--- src/rtl/addsub_pkg.sv ---
package addsub_pkg;
  typedef enum logic [1:0] {
    BSRC_REG  = 2'b00,
    BSRC_ZERO = 2'b01,
    BSRC_ONES = 2'b10,
    BSRC_RSVD = 2'b11
  } bsrc_e;

  typedef enum logic [1:0] {
    CSRC_ZERO  = 2'b00,
    CSRC_ONE   = 2'b01,
    CSRC_FLAG  = 2'b10,
    CSRC_RSVD  = 2'b11
  } csrc_e;

  // Carry out of an unsigned add of two n-bit values plus a carry-in bit.
  function automatic logic add_carry(input logic [63:0] x, input logic [63:0] y,
                                     input logic cin, input int n);
    logic c;
    c = cin;
    for (int k = 0; k < 64; k++) begin
      if (k < n) c = (x[k] & y[k]) | (x[k] & c) | (y[k] & c);
    end
    return c;
  endfunction
endpackage

--- src/rtl/addsub_operand_prep.sv ---
module addsub_operand_prep
  import addsub_pkg::*;
#(
  parameter int W = 64
) (
  input  logic [W-1:0] a_in,
  input  logic         inv,
  input  logic [W-1:0] b_in,
  input  logic [1:0]   b_sel,
  output logic [W-1:0] a_x,
  output logic [W-1:0] b_x
);
  logic [W-1:0] inv_mask;

  always_comb begin
    inv_mask = {W{inv}};
    a_x = a_in ^ inv_mask;
    unique case (bsrc_e'(b_sel))
      BSRC_REG:  b_x = b_in;
      BSRC_ONES: b_x = '1;
      default:   b_x = '0;
    endcase
    // difference between input and prepared A is either nothing or everything
    a_r2_inv_whole: assert (((a_x ^ a_in) == '0 && !inv) || ((a_x ^ a_in) == '1 && inv))
      else $error("a_r2_inv_whole");
    // constants never leak the register operand
    a_r3_b_const: assert (!(b_sel == 2'b01 || b_sel == 2'b11) || b_x == '0)
      else $error("a_r3_b_const");
  end
endmodule

--- src/rtl/addsub_carry_select.sv ---
module addsub_carry_select
  import addsub_pkg::*;
(
  input  logic [1:0] c_sel,
  input  logic       flag,
  output logic       cin
);
  always_comb begin
    cin = 1'b0;
    case (csrc_e'(c_sel))
      CSRC_ONE:  cin = 1'b1;
      CSRC_FLAG: cin = flag;
      default:   cin = 1'b0;
    endcase
    // the stored flag reaches the adder only under the flag code
    a_r9_flag_gated: assert (c_sel == 2'b10 || cin == c_sel[0] && c_sel != 2'b11 || cin == 1'b0)
      else $error("a_r9_flag_gated");
  end
endmodule

--- src/rtl/addsub_segment.sv ---
module addsub_segment #(
  parameter int N = 32
) (
  input  logic [N-1:0] x,
  input  logic [N-1:0] y,
  input  logic         ci,
  output logic [N-1:0] s,
  output logic         co
);
  always_comb begin
    {co, s} = {1'b0, x} + {1'b0, y} + {{N{1'b0}}, ci};
  end
endmodule

--- src/rtl/addsub_carry_unit.sv ---
module addsub_carry_unit
  import addsub_pkg::*;
#(
  parameter int WIDTH = 64,
  parameter int WORD  = 32
) (
  input  logic [63:0] opa,
  input  logic        inv_a,
  input  logic [63:0] b_reg,
  input  logic [1:0]  b_sel,
  input  logic [1:0]  c_sel,
  input  logic        ca_in,
  output logic [63:0] sum,
  output logic        ca_out,
  output logic        ca32_out
);
  localparam int HI = WIDTH - WORD;

  logic [WIDTH-1:0] a_x, b_x;
  logic             cin;
  logic             lo_co, hi_co;
  logic [WORD-1:0]  lo_s;
  logic [HI-1:0]    hi_s;

  addsub_operand_prep #(.W(WIDTH)) prep_i (
    .a_in(opa), .inv(inv_a), .b_in(b_reg), .b_sel(b_sel),
    .a_x(a_x), .b_x(b_x)
  );

  addsub_carry_select csel_i (.c_sel(c_sel), .flag(ca_in), .cin(cin));

  // low word segment produces the word-mode carry, high segment chains from it
  addsub_segment #(.N(WORD)) lo_i (
    .x(a_x[WORD-1:0]), .y(b_x[WORD-1:0]), .ci(cin), .s(lo_s), .co(lo_co)
  );

  generate
    if (HI > 0) begin : g_hi
      addsub_segment #(.N(HI)) hi_i (
        .x(a_x[WIDTH-1:WORD]), .y(b_x[WIDTH-1:WORD]), .ci(lo_co), .s(hi_s), .co(hi_co)
      );
    end else begin : g_nohi
      assign hi_s  = '0;
      assign hi_co = lo_co;
    end
  endgenerate

  always_comb begin
    sum      = {hi_s, lo_s};
    ca_out   = hi_co;
    ca32_out = lo_co;
  end

  // Checks relate the split adder to a bit-serial carry model over whole operands.
  always_comb begin
    // top carry matches ripple model of full width
    a_r5_top_carry: assert (hi_co == add_carry(64'(a_x), 64'(b_x), cin, WIDTH))
      else $error("a_r5_top_carry");
    // word carry matches ripple model of low word
    a_r6_word_carry: assert (lo_co == add_carry(64'(a_x), 64'(b_x), cin, WORD))
      else $error("a_r6_word_carry");
    // concatenated segments equal a single wide add
    a_r1_one_sum: assert ({hi_co, hi_s, lo_s} == ({1'b0, a_x} + {1'b0, b_x} + (WIDTH+1)'(cin)))
      else $error("a_r1_one_sum");
  end
endmodule

--- config.mk ---
export PLATFORM = sky130hd
export DESIGN_NAME = addsub_carry_unit
export DESIGN_NICKNAME = d
export VERILOG_FILES = /design/src/rtl/addsub_pkg.sv /design/src/rtl/addsub_operand_prep.sv /design/src/rtl/addsub_carry_select.sv /design/src/rtl/addsub_segment.sv /design/src/rtl/addsub_carry_unit.sv
export SDC_FILE = /design/constraint.sdc
export NUM_CORES = 1
export LEC_CHECK = 0
export BUFFER_PORTS_ARGS = -buffer_cell sky130_fd_sc_hd__buf_2
export CORE_MARGIN = 2
export CORE_UTILIZATION = 56
export DETAILED_ROUTE_END_ITERATION = 10
export PLACE_DENSITY_LB_ADDON = 0.2
export SYNTH_ARGS = -nofsm -noshare
export SYNTH_HDL_FRONTEND = slang
export SYNTH_HIERARCHICAL = 1
export SYNTH_SLANG_ARGS = --single-unit
--- constraint.sdc ---
create_clock -name vclk -period 11.4
set_input_delay 1.71 -clock vclk [all_inputs]
set_output_delay 1.71 -clock vclk [all_outputs]
set_load 0.05 [all_outputs]
==> impl_metrics.json <==
{
  "antenna-diode-count": 0,
  "crit_required_ns": 9.69,
  "synth_xor_xnor_area_share_pct": 20.6,
  "ant_nets": 0,
  "grt_pass1_vias": 5223,
  "stdcell_area_um2": 5900,
  "area_growth_pct": 18.5,
  "synthDistinctLibCells": 74,
  "yosysSeqAreaShare_pct": 0,
  "setup_viol": 0,
  "muxShareOfSynthArea_pct": 0.201,
  "ys_top_cells_by_count": "xor2_1 (93), a21oi_1 (66), ha_1 (64), o21ba_2 (64), nand2_1 (47)",
  "tightest_slew_ns": 0.764,
  "crit_path_end_kind": "primary output",
  "ir_worst_vdd_v": 0.000116,
  "place_area_um2": 5900,
  "synth_area_leaders": "xor2_1 (16%), ha_1 (16%), o21ba_2 (13%)",
  "powerDensity_nw_per_um2": 133,
  "start_kind": "input pin",
  "die_area_um2": 9660,
  "drt_iter0_drc": 231,
  "row_count": 34,
  "cp.arrival_ns": 7.66,
  "post-route-period-util_pct": 82.2,
  "syn-cell-area_um2": 4980,
  "max_slew_margin_pct": 48.4,
  "hold_viol": 0,
  "gp_congestion": 0.938,
  "grt_first_pass_wirelength_mm": 23.9,
  "fin_tns_setup_ns": 0,
  "regArea_um2": 0,
  "synth_adder_area_share_pct": 17.7,
  "die_x_um": 98.3,
  "vias": 5558,
  "vias_per_cell": 5.97,
  "cts_hold_buf": 0,
  "synthesis.nets": 852,
  "grt_use_total_pct": 28.5,
  "drt-total-wl_mm": 14.8,
  "port_buffers": 200,
  "max_freq_mhz": 107,
  "nFillCells": 808,
  "coreArea_um2": 8680,
  "synth_top_family_by_area": "compound AO/OA/AOI/OAI gates",
  "synth_top_area_share_pct": 16.4,
  "cts_resized": 0,
  "drive_above_1_share_pct": 35.1,
  "postCtsSetupRepairBufs": 0,
  "grt_antenna_before_repair": 0,
  "synth_compound_gate_area_share_pct": 40.3,
  "grt_max_degree": 46,
  "drc_errors": 0,
  "yosysWarnings": 6,
  "initial_utilization_pct": 57.4,
  "nets": 1027,
  "rsz0062_at_grt": "false",
  "hold_path.class": "input pin to primary output",
  "fin_crit_ns": 9.37,
  "run_status": "finished, final reports clean",
  "avgSynthCellArea_um2": 7.66,
  "die_y_um": 98.3,
  "critPathMaxFanout": 42,
  "yosysTopAreaCell": "xor2_1",
  "yosysMostFrequentCell": "xor2_1",
  "p_leak_nw": 2.95,
  "overflow": 0,
  "dp_hpwl_mm": 12.3,
  "path_class": "input pin to primary output",
  "seq_cells": 0,
  "synth_simple_gate_area_share_pct": 15.4,
  "synthCells": 650,
  "wl_per_cell_um": 15.9,
  "maxCapViolations": 0,
  "dr.pass1.iters": 4,
  "maxSlewViolCount": 0,
  "top_level_ports": 200,
  "num-clock-buffers": 0
}
[metrics by stage]
step	instances	worst slack, ns	utilization (%)	hold slack (ns)	total power, mW
floorplan	650	1.78	-	3.98	0.618
finish	931	2.03	68.0	4.05	0.783
global route	931	1.71	68.0	4.08	0.832
detailed placement	931	2.08	68.0	4.05	0.776
global placement	931	2.30	68.0	4.04	0.769
CTS	931	2.05	68.0	4.06	0.779
[cell families (layout without fill, tap and decap cells)]
family,after synthesis,count (layout)
xor+xnor,117,117
compound gates,267,267
simple gates,153,153
fa+ha+maj,68,68
buf+inv,44,217
mux,1,1
[cell type report]
class	instances	area [um^2]	share of cell area, %
inverter	14	52.6	0.890
tap	108	135	2.29
multi-input combinational	606	4690	79.4
timing repair buffer	203	1030	17.4
[layout by cell type, fill, tap and decap left out, drive strengths merged, types with 9 or more instances in the layout]
| cell type | synthesis | routed |
|---|---|---|
| inv | 13 | 13 |
| o21ba | 64 | 64 |
| a21oi | 66 | 66 |
| xnor2 | 24 | 24 |
| nor2 | 37 | 37 |
| nand4 | 16 | 16 |
| nor3 | 10 | 10 |
| a211oi | 10 | 10 |
| ha | 64 | 64 |
| o21bai | 9 | 9 |
| a21o | 28 | 28 |
| nand3 | 12 | 12 |
| xor2 | 93 | 93 |
| buf | 27 | 203 |
| nand2 | 51 | 51 |
| o21ai | 38 | 38 |
[worst max-delay path, stage by stage]
cell	delay, ns
buf_4	0.53
xor2_1	0.19
fa_1	0.47
fa_1	0.44
a211oi_1	0.30
o21bai_2	0.14
o2111ai_2	0.26
a211oi_2	0.13
nor2_1	0.22
o41ai_2	0.13
a221o_1	0.37
fa_1	0.43
fa_1	0.43
a21oi_1	0.25
o32ai_1	0.16
o211ai_2	0.31
a21o_1	0.23
o21ai_2	0.11
a21o_1	0.19
a311oi_1	0.31
buf_2	0.32
[layer usage]
layer	GRT usage, %	vias up	wire length [um]
li1	-	2773	-
met1	38.2	2555	6520
met2	51.3	216	6960
met3	2.36	14	1090
met4	3.48	0	206
met5	0	-	0
[path summary, 6_finish.rpt]
| check | start | endpoint | slack (ns) | depth (start not counted) |
|---|---|---|---|---|
| min | b_reg[0] | sum[0] | 4.05 | 4 |
| max | inv_a | sum[60] | 2.03 | 21 |
[where the power goes]
group / internal (mW) / switching (mW) / leakage (nW) / total [mW]
Sequential: 0 / 0 / 0 / 0
Combinational: 0.230 / 0.553 / 2.95 / 0.783
Clock: 0 / 0 / 0 / 0
Note: power is estimated with default switching activity, not from simulation.
